--- src/rtl/npc_pkg.sv ---
package npc_pkg;

  typedef enum logic [1:0] {
    CLS_BRANCH = 2'b00,
    CLS_JUMP   = 2'b01,
    CLS_REG    = 2'b10,
    CLS_SEQ    = 2'b11
  } npcClass_e;

  typedef enum logic [1:0] {
    SRC_BRANCH = 2'b00,
    SRC_JUMP   = 2'b01,
    SRC_REG    = 2'b10,
    SRC_SEQ    = 2'b11
  } npcSrc_e;

  // strobes from control to datapath
  typedef struct packed {
    npcSrc_e srcSel;
    logic    condMet;
  } npcStrobe_t;

  localparam int unsigned NUM_SRC = 4;

endpackage

--- src/rtl/npc_ctrl.sv ---
module npc_ctrl
  import npc_pkg::*;
(
  input  logic [1:0] nextClass,
  input  logic       zeroFlag,
  input  logic       branchOnNonZero,
  output npcStrobe_t strobe
);

  logic cond;
  logic [1:0] sel;

  always_comb begin
    // polarity picks zero or its complement
    cond   = zeroFlag ^ branchOnNonZero;
    // a failed branch (class 00, no cond) drives both bits high -> sequential
    sel[0] = nextClass[0] | (~cond & ~nextClass[1]);
    sel[1] = nextClass[1] | (~cond & ~nextClass[0]);
    strobe.srcSel  = npcSrc_e'(sel);
    strobe.condMet = cond;
  end

endmodule

--- src/rtl/npc_datapath.sv ---
module npc_datapath
  import npc_pkg::*;
#(
  parameter int unsigned ADDR_W     = 32,
  parameter bit          ONEHOT_MUX = 1'b0
) (
  input  npcStrobe_t         strobe,
  input  logic [ADDR_W-1:0]  branchTarget,
  input  logic [ADDR_W-1:0]  jumpTarget,
  input  logic [ADDR_W-1:0]  rsValue,
  input  logic [ADDR_W-1:0]  pcPlus4,
  output logic [ADDR_W-1:0]  nextPc
);

  localparam int unsigned SEL_W = $clog2(NUM_SRC);

  logic [NUM_SRC-1:0][ADDR_W-1:0] cand;

  assign cand[SRC_BRANCH] = branchTarget;
  assign cand[SRC_JUMP]   = jumpTarget;
  assign cand[SRC_REG]    = rsValue;
  assign cand[SRC_SEQ]    = pcPlus4;

  generate
    if (ONEHOT_MUX) begin : g_andor
      logic [NUM_SRC-1:0] hot;
      always_comb begin
        for (int i = 0; i < NUM_SRC; i++) begin
          hot[i] = (strobe.srcSel == SEL_W'(i));
        end
      end
      always_comb begin
        nextPc = '0;
        for (int i = 0; i < NUM_SRC; i++) begin
          nextPc = nextPc | (cand[i] & {ADDR_W{hot[i]}});
        end
      end
    end else begin : g_index
      assign nextPc = cand[strobe.srcSel];
    end
  endgenerate

endmodule

--- src/rtl/npc_select_top.sv ---
module npc_select_top
  import npc_pkg::*;
(
  input  logic [1:0]  nextClass,
  input  logic        zeroFlag,
  input  logic        branchOnNonZero,
  input  logic [31:0] branchTarget,
  input  logic [31:0] jumpTarget,
  input  logic [31:0] rsValue,
  input  logic [31:0] pcPlus4,
  output logic [1:0]  pcSelect,
  output logic [31:0] nextPc
);

  npcStrobe_t strobe;

  npc_ctrl i_ctrl (
    .nextClass       (nextClass),
    .zeroFlag        (zeroFlag),
    .branchOnNonZero (branchOnNonZero),
    .strobe          (strobe)
  );

  npc_datapath #(
    .ADDR_W     (32),
    .ONEHOT_MUX (1'b0)
  ) i_dp (
    .strobe       (strobe),
    .branchTarget (branchTarget),
    .jumpTarget   (jumpTarget),
    .rsValue      (rsValue),
    .pcPlus4      (pcPlus4),
    .nextPc       (nextPc)
  );

  assign pcSelect = strobe.srcSel;

endmodule

--- config.mk ---
export PLATFORM = sky130hd
export DESIGN_NAME = npc_select_top
export DESIGN_NICKNAME = d
export VERILOG_FILES = /design/src/rtl/npc_pkg.sv /design/src/rtl/npc_ctrl.sv /design/src/rtl/npc_datapath.sv /design/src/rtl/npc_select_top.sv
export SDC_FILE = /design/constraint.sdc
export NUM_CORES = 1
export LEC_CHECK = 0
export BUFFER_PORTS_ARGS = -buffer_cell sky130_fd_sc_hd__buf_4
export CORE_ASPECT_RATIO = 1.25
export CORE_MARGIN = 4
export CORE_UTILIZATION = 34
export DETAILED_ROUTE_END_ITERATION = 8
export PLACE_DENSITY = 0.85
export REMOVE_ABC_BUFFERS = 1
export SYNTH_ARGS = -nofsm -noshare
export SYNTH_HDL_FRONTEND = slang
export SYNTH_SLANG_ARGS = --single-unit
--- constraint.sdc ---
create_clock -name vclk -period 2.8
set_clock_uncertainty 0.2 [all_clocks]
set_input_delay 0.42 -clock vclk [all_inputs]
set_output_delay 0.42 -clock vclk [all_outputs]
set_load 0.1 [all_outputs]
==> flow_metrics.env <==
export IMPL_hold_viol=0
export IMPL_final_core_util_pct=72.8
export IMPL_period_minus_slack_ps=2670
export IMPL_power_frac_seq_pct=0
export IMPL_worst_path_buf_inv=3
export IMPL_slew_headroom_pct=70.0
export IMPL_hp_class="in2out"
export IMPL_first_global_vias=1673
export IMPL_n_antenna_cell=0
export IMPL_io_buffers=166
export IMPL_yosysWarnings=0
export IMPL_critPathLaunchType="primary input"
export IMPL_grtUsageMet1_pct=22.8
export IMPL_ys_top_cells_by_area="mux4_2 55%, mux2_4 35%, buf_6 2.6%"
export IMPL_fp_dieH_um=77.2
export IMPL_switching_power_uw=553
export IMPL_cts_resized=0
export IMPL_nClkBuffers=0
export IMPL_antenna_left=0
export IMPL_combPwrFrac_pct=100.0
export IMPL_gr_usage_met3_pct=3.95
export IMPL_synth_commonest_cells="32 x mux4_2, 30 x mux2_4, 5 x clkbuf_1, 3 x buf_2, 3 x buf_6"
export IMPL_seq_area_frac_synth_pct=0
export IMPL_drc=0
export IMPL_crit_fanout=19
export IMPL_clockPowerShare_pct=0
export IMPL_slowest_stage="mux4_2"
export IMPL_grt_total_usage_pct=21.7
export IMPL_wl_per_cell_um=19.7
export IMPL_synth_cell_types=9
export IMPL_path_class="in2out"
export IMPL_pwr_density_cell_mw_per_mm2=352
export IMPL_worstPathArrival_ps=2050
export IMPL_routed_wl_um=5440
export IMPL_die_w_um=63.3
export IMPL_synthCells=79
export IMPL_cap_violations=0
export IMPL_synthMostInstantiatedCell="mux4_2"
export IMPL_start_util_pct=36.4
export IMPL_met2_usage_pct=43.1
export IMPL_cpPeakStageDelay_ps=460
export IMPL_routabilityCongestion=0.854
export IMPL_post_cts_setup_buffers=0
export IMPL_swShare_pct=60.5
export IMPL_dp_slack_ps=122
export IMPL_finalCritPeriodShare_pct=95.5
export IMPL_vias_per_cell=5.30
export IMPL_path_cells="buf_4, xnor2_4, buf_12, mux2_4, mux4_2, buf_4"
export IMPL_p_leak_nw=1.30
export IMPL_worstMarginPinSlew_ps=450
export IMPL_grt_pass1_wl_um=8510
export IMPL_cp_end_kind="output pin"
export IMPL_num_rows=24
export IMPL_timing_fmax_ghz=0.374
export IMPL_slew_viol_final=0
export IMPL_cpLargestDelayFamily="multiplexers"
export IMPL_cpMostUsedCell="buf_4"
export IMPL_die_area_mm2=0.00489
export IMPL_layout_drive_gt1_share_pct=98.7
export IMPL_antenna_found_initial=0
export IMPL_synth_area_per_cell_um2=16.5
export IMPL_rsz0062_at_grt="false"
export IMPL_internal_power_uw=361
export IMPL_drt_first_pass_iters=2
export IMPL_gr_total_overflow=0
export IMPL_syn_cell_area_mm2=0.00130
export IMPL_fin_ws_ps=125
export IMPL_io_pins=166
export IMPL_area_sequential_um2=0
export IMPL_grt_max_degree=35
export IMPL_coreArea_mm2=0.00357
export IMPL_drt_iter0_markers=43
export IMPL_synth_top_cell_by_area="mux4_2"
export IMPL_synth_top_area_share_pct=55.4
export IMPL_area_delta_synth_final_pct=99.8
export IMPL_ir_worst_vdd_v=0.000225
export IMPL_crit_required_ps=2180
export IMPL_grt_busiest_layer="met2"
export IMPL_nNetsFinal=371
export IMPL_setup_viol=0
export IMPL_dr_total_vias=1462
export IMPL_nFlopsAndLatches=0
export IMPL_cts_hold_buffers=0
export IMPL_status="completed"
metrics by stage:
step / instance area, µm² / total power [mW] / std cells / setup TNS (ps) / hold slack, ps
finish: 2600 / 0.914 / 276 / 0 / 1210
global route: 2600 / 0.948 / 276 / 0 / 1220
CTS: 2600 / 0.920 / 276 / 0 / 1210
detailed placement: 2600 / 0.919 / 276 / 0 / 1210
global placement: 2600 / 0.907 / 276 / 0 / 1200
floorplan: 1230 / 0.638 / 68 / -25810 / 1150
final cells by class:
class	instances	area [µm²]
timing repair buffer	169	1310
tap	39	48.8
multi-input combinational	68	1240
fill	286	973
power groups by stage:
stage	combinational, mW	clock, mW	sequential, mW
2_1_floorplan	0.638	0	0
3_3_place_gp	0.907	0	0
3_5_place_dp	0.919	0	0
4_1_cts	0.920	0	0
5_1_grt	0.948	0	0
6_report	0.914	0	0
worst paths after layout:
check	start	depth (start not counted)	end	slack, ps
worst max-delay path	branchOnNonZero	6	nextPc[19]	130
worst min-delay path	jumpTarget[6]	3	nextPc[6]	1210
layer usage:
metal	part of all wire (%)	wire [µm]	vias up
li1	-	-	672
met1	31	1680	692
met2	58	3170	84
met3	7.9	431	14
met4	3.0	164	0
met5	0	0	-
worst min-delay path: stages:
cell	delay (ps)
buf_4	70
mux4_2	210
buf_4	280
layout by cell type (no fill, tap or decap):
master / synthesis / final
buf_12: 0 / 3
o21bai_1: 2 / 2
mux2_2: 2 / 2
mux2_4: 30 / 30
xor2_1: 1 / 1
xnor2_4: 0 / 1
buf_4: 0 / 166
mux4_2: 32 / 32
kinds of logic (layout without fill, tap and decap cells):
logic type	count (synthesis)	in the layout	share of synthesized area (%)
buffers and inverters	11	169	5.19
XOR/XNOR	2	2	1.92
AO/OA/AOI/OAI	2	2	1.15
multiplexers	64	64	91.7
Power figures use the tool's default switching activity.
